==> src/rtl/bhc_pkg.sv <==
package bhc_pkg;
  typedef enum logic [2:0] {
    ST_IDLE,
    ST_ACTIVE,
    ST_REL,
    ST_HELD,
    ST_RECLAIM
  } bhc_state_e;
endpackage

==> src/rtl/bhc_sync.sv <==
module bhc_sync #(
  parameter int STAGES = 2
) (
  input  logic clk_i,
  input  logic rst_ni,
  input  logic d_i,
  output logic q_o
);
  logic [STAGES-1:0] ff_q;

  always_ff @(posedge clk_i or negedge rst_ni) begin
    if (!rst_ni) ff_q <= '0;
    else         ff_q <= {ff_q[STAGES-2:0], d_i};
  end

  assign q_o = ff_q[STAGES-1];
endmodule

==> src/rtl/bhc_arb.sv <==
module bhc_arb
  import bhc_pkg::*;
(
  input  logic clk_i,
  input  logic rst_ni,
  input  logic hold_s_i,
  input  logic cyc_req_i,
  input  logic rfsh_req_i,
  input  logic cyc_done_i,
  output logic start_o,
  output logic start_rfsh_o,
  output logic active_o,
  output logic hlda_o,
  output logic bus_oe_o
);
  bhc_state_e state_q, state_d;
  logic       drive_q;
  logic       pend_q;

  // refresh has priority over both hold and processor cycles
  assign start_rfsh_o = (state_q == ST_IDLE) && pend_q;
  assign start_o      = (state_q == ST_IDLE) && (pend_q || (!hold_s_i && cyc_req_i));

  always_comb begin
    state_d = state_q;
    unique case (state_q)
      ST_IDLE:    if (start_o) state_d = ST_ACTIVE;
                  else if (hold_s_i) state_d = ST_REL;
      ST_ACTIVE:  if (cyc_done_i) state_d = ST_IDLE;
      ST_REL:     state_d = ST_HELD;
      ST_HELD:    if (!hold_s_i) state_d = ST_IDLE;
                  else if (pend_q) state_d = ST_RECLAIM;
      ST_RECLAIM: if (!hold_s_i) state_d = ST_IDLE;
      default:    state_d = ST_IDLE;
    endcase
  end

  always_ff @(posedge clk_i or negedge rst_ni) begin
    if (!rst_ni) begin
      state_q <= ST_IDLE;
      drive_q <= 1'b0;
      pend_q  <= 1'b0;
    end else begin
      state_q <= state_d;
      pend_q  <= (pend_q && !start_rfsh_o) || rfsh_req_i;
      if (start_o || ((state_q == ST_HELD || state_q == ST_RECLAIM) && state_d == ST_IDLE))
        drive_q <= 1'b1;
    end
  end

  assign active_o = (state_q == ST_ACTIVE);
  assign hlda_o   = (state_q == ST_HELD);
  assign bus_oe_o = drive_q && (state_q == ST_IDLE || state_q == ST_ACTIVE);
endmodule

==> src/rtl/bhc_dir.sv <==
module bhc_dir (
  input  logic clk_i,
  input  logic rst_ni,
  input  logic start_i,
  input  logic start_rfsh_i,
  input  logic cyc_wr_i,
  input  logic active_i,
  output logic den_o,
  output logic dtr_o
);
  logic dir_q, turn_q, rfsh_q;

  always_ff @(posedge clk_i or negedge rst_ni) begin
    if (!rst_ni) begin
      dir_q  <= 1'b0;
      turn_q <= 1'b0;
      rfsh_q <= 1'b0;
    end else if (start_i) begin
      rfsh_q <= start_rfsh_i;
      turn_q <= !start_rfsh_i && (cyc_wr_i != dir_q);
      if (!start_rfsh_i) dir_q <= cyc_wr_i;
    end else begin
      turn_q <= 1'b0;
    end
  end

  // one dead clock on DEN whenever the transceiver turns around
  assign den_o = active_i && !rfsh_q && !turn_q;
  assign dtr_o = dir_q;
endmodule

==> src/rtl/bus_hold_ctrl.sv <==
module bus_hold_ctrl #(
  parameter int SYNC_STAGES = 2
) (
  input  logic clk_i,
  input  logic rst_ni,
  input  logic hold_i,
  input  logic cyc_req_i,
  input  logic cyc_wr_i,
  input  logic rfsh_req_i,
  input  logic cyc_done_i,
  output logic cyc_start_o,
  output logic cyc_rfsh_o,
  output logic hlda_o,
  output logic bus_oe_o,
  output logic den_o,
  output logic dtr_o
);
  logic hold_s;
  logic active;

  bhc_sync #(.STAGES(SYNC_STAGES)) u_sync (
    .clk_i (clk_i),
    .rst_ni(rst_ni),
    .d_i   (hold_i),
    .q_o   (hold_s)
  );

  bhc_arb u_arb (
    .clk_i       (clk_i),
    .rst_ni      (rst_ni),
    .hold_s_i    (hold_s),
    .cyc_req_i   (cyc_req_i),
    .rfsh_req_i  (rfsh_req_i),
    .cyc_done_i  (cyc_done_i),
    .start_o     (cyc_start_o),
    .start_rfsh_o(cyc_rfsh_o),
    .active_o    (active),
    .hlda_o      (hlda_o),
    .bus_oe_o    (bus_oe_o)
  );

  bhc_dir u_dir (
    .clk_i       (clk_i),
    .rst_ni      (rst_ni),
    .start_i     (cyc_start_o),
    .start_rfsh_i(cyc_rfsh_o),
    .cyc_wr_i    (cyc_wr_i),
    .active_i    (active),
    .den_o       (den_o),
    .dtr_o       (dtr_o)
  );
endmodule

==> config.mk <==
export PLATFORM = sky130hd
export DESIGN_NAME = bus_hold_ctrl
export DESIGN_NICKNAME = d
export VERILOG_FILES = /design/src/rtl/bhc_pkg.sv /design/src/rtl/bhc_sync.sv /design/src/rtl/bhc_arb.sv /design/src/rtl/bhc_dir.sv /design/src/rtl/bus_hold_ctrl.sv
export SDC_FILE = /design/constraint.sdc
export NUM_CORES = 1
export LEC_CHECK = 0
export CORE_AREA = 2 2 39 41
export DETAILED_ROUTE_END_ITERATION = 10
export DIE_AREA = 0 0 41 43
export SKIP_LAST_GASP = 1
export SLEW_MARGIN = 20
export SYNTH_ARGS = -nofsm -noshare
export SYNTH_HDL_FRONTEND = slang
export SYNTH_HIERARCHICAL = 1
export SYNTH_SLANG_ARGS = --single-unit
==> constraint.sdc <==
create_clock -name clk_i -period 2 [get_ports clk_i]
set_clock_uncertainty 0.05 [all_clocks]
set_input_delay 0.4 -clock clk_i [delete_from_list [all_inputs] [get_ports clk_i]]
set_output_delay 0.4 -clock clk_i [all_outputs]
set_load 0.05 [all_outputs]
# Word-level counts from Yosys, hierarchy flattened
# Cells that the tools add are included.
dict set report op_classes {
  n_bitwise 1
  reduce_logical 21
  muxes 8
  n_eq_ne 5
}
# operator count
set ops {}
lappend ops {{3-bit two-way mux} 6}
lappend ops {{3-bit one-hot mux with 5 select lines} 1}
lappend ops {{1-bit logical AND} 9}
lappend ops {{3-bit by 2-bit equality test with 1-bit output (second input constant)} 2}
lappend ops {{3-bit logical NOT} 2}
lappend ops {{1-bit logical OR} 5}
lappend ops {{1-bit logical NOT} 4}
lappend ops {{3-bit by 1-bit equality test with 1-bit output (second input constant)} 1}
lappend ops {{3-bit equality test (second input constant)} 1}
lappend ops {{2-bit AND reduction} 1}
lappend ops {{1-bit two-way mux} 1}
lappend ops {{1-bit != test} 1}
lappend ops {{1-bit NOT} 1}
dict set report word_totals {
  out_inout_bits 6
  elab_cells 42
  in_bits 7
  regBits 10
}

# Depth between registers and ports, before layout
# Gate-level depths: netlist of the first run.
dict set report depth {
  depth_word 9
  ltp_mapped 4
  ltp_nobuf 4
}

# Hierarchy
# The synthesis of the first run kept the hierarchy.
# mod cells_per_inst seq_area_each_um2 area_per_inst_um2 instances
set by_module_without_submodules {}
lappend by_module_without_submodules {bhc_arb 28 125.1 272.8 1}
lappend by_module_without_submodules {bhc_dir 9 75.1 138.9 1}
lappend by_module_without_submodules {bhc_sync 2 50.0 50.0 1}

# Least setup slack after synthesis of the first run
# Ideal clock, no wire load.
dict set report synth_timing {
  kind {register to output}
  start {register u_arb.state_q[0]}
  end {output port den_o}
  path_buffers 0
  setup_slack_ns -0.212
  path_stages_with_launch 3
  required_ns 1.550
  arrival_ns 1.762
  path_cell_list {dfrtp_1 -> nor3b_1 -> nor3b_1}
}
dict set report synth_between {
  elab_chain_cells 3
}
# item line
set synth_lines {}
lappend synth_lines {{start, declared} bhc_arb.sv:16} ;# bhc_state_e state_q, state_d;
lappend synth_lines {{start signal, assigned} bhc_arb.sv:44} ;# state_q <= state_d;
lappend synth_lines {{3-bit by 1-bit equality test with 1-bit output} bhc_arb.sv:51} ;# assign active_o = (state_q == ST_ACTIVE);
lappend synth_lines {{named net active} bus_hold_ctrl.sv:19} ;# logic active;
lappend synth_lines {{1-bit logical AND (2 in series)} bhc_dir.sv:28} ;# assign den_o = active_i && !rfsh_q && !turn_q;
lappend synth_lines {{end, declared} bus_hold_ctrl.sv:15} ;# output logic den_o,
# The timed path passes the listed nets, and every way through them passes these cells.

# Worst setup path after layout of the first run
dict set report layout_timing {
  start {register u_arb.state_q[0]}
  end {output port cyc_start_o}
}
dict set report layout_between {
  elab_chain_cells 2
}
# item line
set layout_lines {}
lappend layout_lines {{3-bit logical NOT} bhc_arb.sv:22} ;# assign start_o = (state_q == ST_IDLE) && (pend_q || (!hold_s_i && cyc_req_i));
lappend layout_lines {{1-bit logical AND} bhc_arb.sv:22}
lappend layout_lines {{end, declared} bus_hold_ctrl.sv:11} ;# output logic cyc_start_o,
# No other way between the ends.

==> flow_summary.toml, run 1 <==
[outcome]
status = "completed"

[power_and_ir_drop]
p_switching_mw = 0.508
switching_share_pct = 42.0
p_per_area_mw_per_mm2 = 1690
p_int_mw = 0.703
combPwrFrac_pct = 64.3
p_leak_nw = 0.309
clock_power_share_pct = 10.2
vdd_ir_drop_max_v = 0.000845
pwr-share-seq_pct = 25.5

[sta]
final.min_clock_period_ns = 1.94
setup_violations = 0
timing.slew.headroom_pct = 67.0
fin_crit_sh_pct = 96.9
whs_ns = 0.308
tightestPinTransition_ns = 0.494
fmax_mhz = 516
drv_slew = 0
finalHoldViolations = 0
rsz0062_at_grt = "true"

[routing]
drtAntennaViolNets = 0
drtPass1Iterations = 2
wl_um = 796
wire_per_inst_um = 11.1
drc_errors = 0
vias = 347
initialDrtViolationCount = 3
drt-vias-per-instance = 4.82

[clock_network]
post_cts_buffers = 0
clock_path_buffers = 2
cts_resized = 0
cts_htree_levels = 1
cts_made_buffers = 3
cts_sinks = 10
cts_hold_buf = 0
worstSkewPairLatency_ns = 0.25
clock-root-buffer = "clkbuf_4"
tritoncts = "done"
clkTransAtPathRegs_ns = 0.06

[yosys]
synth_seq_cells = 10
yosysSeqAreaShare_pct = 54.2
synth.distinct_cells = 23
yosys_warnings = 6
syn_avg_cell_area_sq_um = 11.8
syn_area_sq_um = 462
syn_nets = 46
synth_cells = 39

[grt]
grt_pass1_vias = 327
grt_usage_pct = 12.4
grt_max_degree = 11
grt_pass1_wl_mm = 1.38
antenna_found_initial = 0
grt_overflow = 0

[min_path]
whs_path_depth = 0
hp-class = "reg -> reg"

[layout]
drive_gt1_share_pct = 33.9
antenna_cells = 0
fillerInstances = 120
syn_to_final_growth_pct = 54.7
design_area_sq_um = 714
multi_input_comb_area_sq_um = 225
ff_latch_area_sq_um = 250
final_nets = 65

[critical_path]
endpoint_kind = "output port"
cp_max_fo = 8
crit_family = "flip-flops"
arrival_ns = 1.49
critPathBufInv = 1
cp_num_cells = 3
slowest_delay_ns = 0.45
cp_slowest_cell = "dfrtp_1"
r2r.worst_path.cells = 4
cp_cell_sequence = "or3_4, a21oi_4, buf_12"
crit_type = "reg -> out"
crit_required_ns = 1.55
crit_path_start_kind = "register"

[floorplan]
core-area_sq_mm = 0.00138
die_w_um = 41
dieArea_sq_mm = 0.00176
fp-row-count = 14
fp.dieH_um = 43
start_util_pct = 33.4
ios = 13

[place]
placedInstanceArea_sq_um = 687
gp_congestion = 0.651
port_buffers = 12
dp_hpwl_um = 630

[run]
drv_cap = 0
==> sequential cells by signal, indices dropped and copies added (netlist names) <==
name           flops
u_sync/ff_q        2
u_arb/state_q      3
u_dir/rfsh_q       1
u_arb/pend_q       1
u_dir/turn_q       1
u_dir/dtr_o        1
u_arb/drive_q      1
==> layout make-up <==
class                      instances  share of cell area, %
clock buffer                       3                   3.15
inverter                           3                   1.58
multi-input combinational         26                   31.5
sequential                        10                   35.0
tap                               16                   2.80
timing repair buffer              14                   25.9
==> worst paths after layout <==
path	start	endpoint	slack, ns
worst max register to register	u_arb/state_q[0]	u_dir/dtr_o	0.27
min in group asynchronous	rst_ni	u_dir/turn_q	0.40
max in group asynchronous	rst_ni	u_dir/dtr_o	1.21
worst min-delay path	u_sync/ff_q[0]	u_sync/ff_q[1]	0.31
worst min register to register	u_sync/ff_q[0]	u_sync/ff_q[1]	0.31
worst max-delay path	u_arb/state_q[0]	cyc_start_o	0.06
==> power groups by stage <==
stage	Sequential [mW]	Clock [mW]	Combinational, mW
2_1_floorplan	0.347	0	0.416
5_1_grt	0.317	0.141	0.827
4_1_cts	0.309	0.131	0.776
3_3_place_gp	0.311	0	0.772
6_report	0.308	0.124	0.779
3_5_place_dp	0.311	0	0.775
==> metrics by stage <==
step / TNS (ns) / utilization, % / setup WS (ns) / instances / total power, mW
2_1_floorplan: 0 / - / 0.0994 / 39 / 0.763
3_3_place_gp: 0 / 49.6 / 0.114 / 69 / 1.08
3_5_place_dp: 0 / 49.6 / 0.106 / 69 / 1.09
4_1_cts: 0 / 51.3 / 0.0110 / 72 / 1.21
5_1_grt: -0.00972 / 51.6 / -0.00972 / 72 / 1.28
6_report: 0 / 51.6 / 0.0626 / 72 / 1.21
==> per-layer routing <==
| metal | global-route usage [%] | part of all wire (%) |
|---|---|---|
| met3 | 2.09 | 5.8 |
| met1 | 16.4 | 43 |
| met2 | 15.9 | 50 |
| met5 | 0 | 0 |
| met4 | 12.0 | 1.3 |
==> cells in the mapped netlist <==
library cell  number  share of area [%]
or3_4              1                2.4
mux2_4             1                3.3
mux2_2             1                2.4
nand2_1            1               0.81
dfrtp_1           10                 54
maj3_1             1                2.2
nand3b_1           1                1.6
a21oi_2            1                1.9
o21a_1             1                1.6
a21boi_0           1                1.6
a21oi_1            1                1.1
or3_1              1                1.4
and2_2             1                1.6
nand2b_1           2                2.7
a22oi_1            1                1.6
or3b_1             1                1.9
a21o_1             1                1.6
inv_1              3                2.4
nor3b_1            3                4.9
nor2_1             3                2.4
a31oi_1            1                1.4
xor2_1             1                1.9
nor2b_4            1                3.0
==> cells in the final DEF, fill, tap and decap left out, types with 2 or more instances in the layout <==
cell	count
dfrtp_1	10
clkdlybuf4s50_1	7
buf_12	5
clkbuf_4	3
inv_1	3
nand2b_1	2
nor2_1	2
nor3b_2	2
buf_4	2
==> cell families (layout without fill, tap and decap cells) <==
| family | count (synthesis) | after routing | share of synthesized area, % |
|---|---|---|---|
| adders and majority gates | 1 | 1 | 2.17 |
| xor gates and xnor gates | 1 | 1 | 1.90 |
| muxes | 2 | 2 | 5.69 |
| and+or+nand+nor | 15 | 15 | 22.8 |
| AOI/OAI and AO/OA | 7 | 7 | 10.8 |
| DFF | 10 | 10 | 54.2 |
| buffers and inverters | 3 | 20 | 2.44 |
Note: power is estimated with default switching activity, not from simulation.
==> run 2: changes to the inputs <==
==> constraint.sdc (replaced) <==
create_clock -name clk_i -period 1.8 [get_ports clk_i]
set_clock_uncertainty 0.05 [all_clocks]
set_input_delay 0.36 -clock clk_i [delete_from_list [all_inputs] [get_ports clk_i]]
set_output_delay 0.36 -clock clk_i [all_outputs]
set_load 0.05 [all_outputs]
==> run 2 against run 1 <==
  * Clock power increased by 57%
  * Wire length increased by 18%
  * Non-clock buffer count increased by 6
  * Register-to-register slack got worse by 0.19 ns
  * Combinational power increased by 28%
  * Via count increased by 4.6%
  * Setup slack got worse by 0.060 ns
  * Total power increased by 27%
  * Final area increased by 11%
  * Die area unchanged
  * Worst hold slack got worse by 0.0027 ns
==> flow_summary.toml, run 2 (synthesis results as in run 1) <==
[outcome]
status = "completed"

[min_path]
worstHoldStart = "u_sync/ff_q[0]"
hp-class = "reg -> reg"

[layout]
utilization_pct = 57.1
largestRegisters = "u_arb/state_q x3, u_sync/ff_q x2"
final_cell_mix = "10 x dfrtp_1, 7 x buf_4, 6 x clkdlybuf4s50_1"
design_area_sq_um = 790
layout.cells.non_filler = 79
syn_to_final_growth_pct = 71.0
top_register = "u_arb/state_q"
antenna_cells = 0
mostFrequentLayoutCell = "dfrtp_1"
drive_gt1_share_pct = 44.4
fillerInstances = 118
largest_reg_flops = 3
final_nets = 71

[sta]
fmax_mhz = 556
setup_violations = 0
drv_slew = 0
setup_slack_ns = 0.00266
timing.slew.headroom_pct = 71.1
rsz0062_at_grt = "true"
tightestPinTransition_ns = 0.432
whs_ns = 0.305
finalHoldViolations = 0
fin_crit_sh_pct = 99.9
timing.setup.tns_ns = 0
final.min_clock_period_ns = 1.80

[critical_path]
rrSetupSlack_ns = 0.08
crit_type = "reg -> out"
crit_start = "u_arb/state_q[1]"
crit_path_start_kind = "register"
cp_slowest_cell = "or3_4"
crit_required_ns = 1.39
cp_max_fo = 3
slowest_delay_ns = 0.41
arrival_ns = 1.39
endpoint_kind = "output port"
r2r_start = "u_arb/state_q[1]"
critPathBufInv = 1
cp_cell_sequence = "or3_4, a21oi_4, buf_12"
crit_family = "simple AND/OR/NAND/NOR gates"

[place]
dp_slack_ns = -0.0229
port_buffers = 12
placedInstanceArea_sq_um = 699
placed_cells = 71
gp_congestion = 0.680
dp_hpwl_um = 688

[clock_network]
cts_sinks = 10
cts_htree_levels = 1
clock_path_buffers = 2
worstSkewPairLatency_ns = 0.26
tritoncts = "done"
cts_hold_buf = 0
cts_made_buffers = 3
clock-root-buffer = "clkbuf_4"
clkTransAtPathRegs_ns = 0.07

[run]
drv_cap = 0

[floorplan]
start_util_pct = 33.4
fp-row-count = 14
dieArea_sq_mm = 0.00176
fp.dieH_um = 43
ios = 13
die_w_um = 41
core-area_sq_mm = 0.00138

[grt]
grt_pass1_vias = 377
antenna_found_initial = 0
grt_overflow = 0
grt_usage_pct = 13.3
grt_max_degree = 11
grt_pass1_wl_mm = 1.54

[routing]
drtAntennaViolNets = 0
drtPass1Iterations = 2
wire_per_inst_um = 11.9
drc_errors = 0
drt-vias-per-instance = 4.59
wl_um = 937
vias = 363
initialDrtViolationCount = 6

[power_and_ir_drop]
clock_power_share_pct = 12.7
pwr-share-seq_pct = 21.8
p_switching_mw = 0.609
p_per_area_mw_per_mm2 = 1940
p_int_mw = 0.926
vdd_ir_drop_max_v = 0.000937
switching_share_pct = 39.7
total_power_mw = 1.53
combPwrFrac_pct = 65.5
p_leak_nw = 0.352
[run 2: cell count changes in the layout (fill, tap and decap cells not counted), sizes merged]
cell	change
buf	+7
clkbuf	+1
clkdlybuf4s50	-1
[run 2: final cells by class]
cell class | instances | area [sq um] | share of cell area, %
Clock buffer | 4 | 36.3 | 4.60
Inverter | 3 | 11.3 | 1.43
Multi-Input combinational cell | 26 | 236 | 30.0
Sequential cell | 10 | 250 | 31.7
Tap cell | 16 | 20.0 | 2.54
Timing Repair Buffer | 20 | 235 | 29.8
[run 2: worst paths after layout]
check | end | depth (start not counted)
max | cyc_start_o | 3
min | u_sync/ff_q[1] | 0
max reg2reg | u_dir/dtr_o | 5
min reg2reg | u_sync/ff_q[1] | 0
max in group asynchronous | u_dir/turn_q | 1
min in group asynchronous | u_sync/ff_q[1] | 1
[run 2: layer usage]
| layer | GRT usage, % | part of all wire [%] | routed length (um) | up-vias |
|---|---|---|---|---|
| li1 | - | - | - | 183 |
| met1 | 13.9 | 42 | 389 | 172 |
| met2 | 21.9 | 54 | 502 | 8 |
| met3 | 5.24 | 4.8 | 45 | 0 |
| met4 | 6.00 | 0 | 0 | 0 |
| met5 | 0 | 0 | 0 | - |
[run 2: what timing repair did]
item                                    CTS  global route
resized for setup                         2             3
endpoints found under the setup margin    3             3
pin swaps                                 1             2
buffers inserted                          2             2
[run 2: power groups by stage]
stage / clock network (mW) / logic (mW) / registers (mW)
after floorplan: 0 / 0.462 / 0.385
after global placement: 0 / 0.901 / 0.332
after detailed placement: 0 / 0.909 / 0.330
after CTS: 0.203 / 0.966 / 0.327
after global routing: 0.220 / 1.05 / 0.344
final: 0.195 / 1.00 / 0.335
==> run 3: changes to the inputs <==
--- a/config.mk
+++ b/config.mk
@@ -8,6 +8,7 @@
 export CORE_AREA = 2 2 39 41
 export DETAILED_ROUTE_END_ITERATION = 10
 export DIE_AREA = 0 0 41 43
+export REMOVE_ABC_BUFFERS = 1
 export SKIP_LAST_GASP = 1
 export SLEW_MARGIN = 20
 export SYNTH_ARGS = -nofsm -noshare
==> run 3 against run 2 <==
  * The flow now finishes with violations (setup timing)
  * Sequential power rose by 6.0%
  * Die area did not move
  * Final cell count rose by 2.5%
  * Register-to-register slack got worse by 0.08 ns
  * Via count rose by 5.5%
  * Setup slack got worse by 0.089 ns
  * Combinational power barely moved
  * Count of clock-buffer cells in the layout did not move
  * Worst hold slack got worse by 0.0080 ns
  * Clock power barely moved
  * Flip-flop and latch count did not move
  * Critical path type unchanged
==> flow_summary.toml, run 3 (synthesis results as in run 1) <==
[power_and_ir_drop]
switching_share_pct = 39.6
p_int_mw = 0.940
p_per_area_mw_per_mm2 = 1930
p_leak_nw = 0.364
pwr-share-seq_pct = 22.8
vdd_ir_drop_max_v = 0.00109
p_switching_mw = 0.618
combPwrFrac_pct = 64.6
clock_power_share_pct = 12.7
total_power_mw = 1.56

[grt]
antenna_found_initial = 0
grt_max_degree = 11
grt_pass1_wl_mm = 1.59
grt_usage_pct = 14.1
grt_overflow = 0
grt_pass1_vias = 384

[routing]
drt-vias-per-instance = 4.73
wl_um = 962
drtPass1Iterations = 4
initialDrtViolationCount = 5
drtAntennaViolNets = 0
vias = 383
wire_per_inst_um = 11.9
drc_errors = 0

[place]
gp_congestion = 0.697
placed_cells = 71
port_buffers = 12
dp_slack_ns = -0.00849
dp_hpwl_um = 623
placedInstanceArea_sq_um = 679

[critical_path]
r2r.worst_path.cells = 5
crit_required_ns = 1.39
cp_max_fo = 7
endpoint_kind = "output port"
crit_path_start_kind = "register"
timing.rr.end = "u_dir/dtr_o"
rrSetupSlack_ns = 0
crit_type = "reg -> out"
arrival_ns = 1.48
r2r_start = "u_arb/state_q[0]"

[layout]
drive_gt1_share_pct = 49.2
top_register = "u_arb/state_q"
antenna_cells = 0
largest_reg_flops = 3
mostFrequentLayoutCell = "buf_4"
fillerInstances = 105
syn_to_final_growth_pct = 75.1
multi_input_comb_area_sq_um = 243
final_cell_mix = "10 x buf_4, 9 x dfrtp_1, 6 x clkdlybuf4s50_1"
ff_latch_area_sq_um = 251
design_area_sq_um = 808
final_nets = 73
largestRegisters = "u_arb/state_q x3, u_sync/ff_q x2"
layout.cells.non_filler = 81

[floorplan]
fp.dieH_um = 43
dieArea_sq_mm = 0.00176
ios = 13
core-area_sq_mm = 0.00138
fp-row-count = 14
die_w_um = 41
start_util_pct = 33.4

[sta]
tightestPinTransition_ns = 0.441
rsz0062_at_grt = "true"
timing.slew.headroom_pct = 70.5
timing.setup.tns_ns = -0.185
setup_slack_ns = -0.0868
fmax_mhz = 530
drv_slew = 0
finalHoldViolations = 0
setup_violations = 4
fin_crit_sh_pct = 105
final.min_clock_period_ns = 1.89

[clock_network]
clock-root-buffer = "clkbuf_4"
clock_path_buffers = 2
cts_sinks = 10
tritoncts = "done"
cts_made_buffers = 3
clkTransAtPathRegs_ns = 0.06
cts_htree_levels = 1
worstSkewPairLatency_ns = 0.26

[outcome]
violations = "setup timing"
status = "complete, but fails checks"

[min_path]
hp-class = "reg -> reg"
min_to = "u_sync/ff_q[1]"
worstHoldStart = "u_sync/ff_q[0]"
whs_path_depth = 0

[run]
drv_cap = 0
==> run 3: cell count changes in the layout (fill, tap and decap cells not counted), sizes merged <==
cell	before	now
buf	14	16
==> run 3: worst max path at each step <==
| stage | endpoint | from | slack [ns] |
|---|---|---|---|
| 5_1_grt | cyc_rfsh_o | u_arb/state_q[0] | -0.13 |
| 2_1_floorplan | den_o | u_arb/state_q[0] | -0.37 |
| 4_1_cts | cyc_rfsh_o | u_arb/state_q[1] | -0.07 |
| 3_3_place_gp | cyc_start_o | cyc_req_i | -0.004 |
| 3_5_place_dp | cyc_start_o | cyc_req_i | -0.008 |
| 6_report | cyc_rfsh_o | u_arb/state_q[0] | -0.09 |
==> run 3: layer usage <==
metal	part of all wire (%)	GRT usage (%)	wire length, um
met2	47	17.8	455
met5	0	0	0
met4	1.7	8.00	16
met3	7.8	8.38	75
met1	43	18.1	414
==> run 3: stage by stage <==
stage / utilization, % / hold WS (ns)
6_report: 58.4 / 0.297
4_1_cts: 56.5 / 0.301
3_3_place_gp: 49.1 / 0.292
3_5_place_dp: 49.1 / 0.292
5_1_grt: 58.4 / 0.306
2_1_floorplan: - / 0.0144
==> run 3: repair_timing <==
item	4_1_cts	5_1_grt
endpoints found under the setup margin	4	6
hold buffers	0	0
gates resized for setup	5	6
pin swaps	1	3
setup buffers	6	1
==> run 3: cell type report <==
class	count	area share (%)
Clock buffer	4	4.49
Inverter	3	1.39
Multi-Input combinational cell	26	30.0
Sequential cell	10	31.1
Tap cell	16	2.48
Timing Repair Buffer	22	30.5
==> run 3: power groups by stage <==
stage / clock [mW] / sequential [mW] / combinational (mW)
after floorplan: 0 / 0.380 / 0.434
after CTS: 0.207 / 0.352 / 0.948
final: 0.198 / 0.355 / 1.01
after detailed placement: 0 / 0.352 / 0.850
after global routing: 0.216 / 0.364 / 1.06
after global placement: 0 / 0.352 / 0.848
==> run 3: critical path: stages (launching register included) <==
cell     delay [ns]
dfrtp_2        0.45
or3_4          0.44
nor2_4         0.10
buf_6          0.11
buf_12         0.12
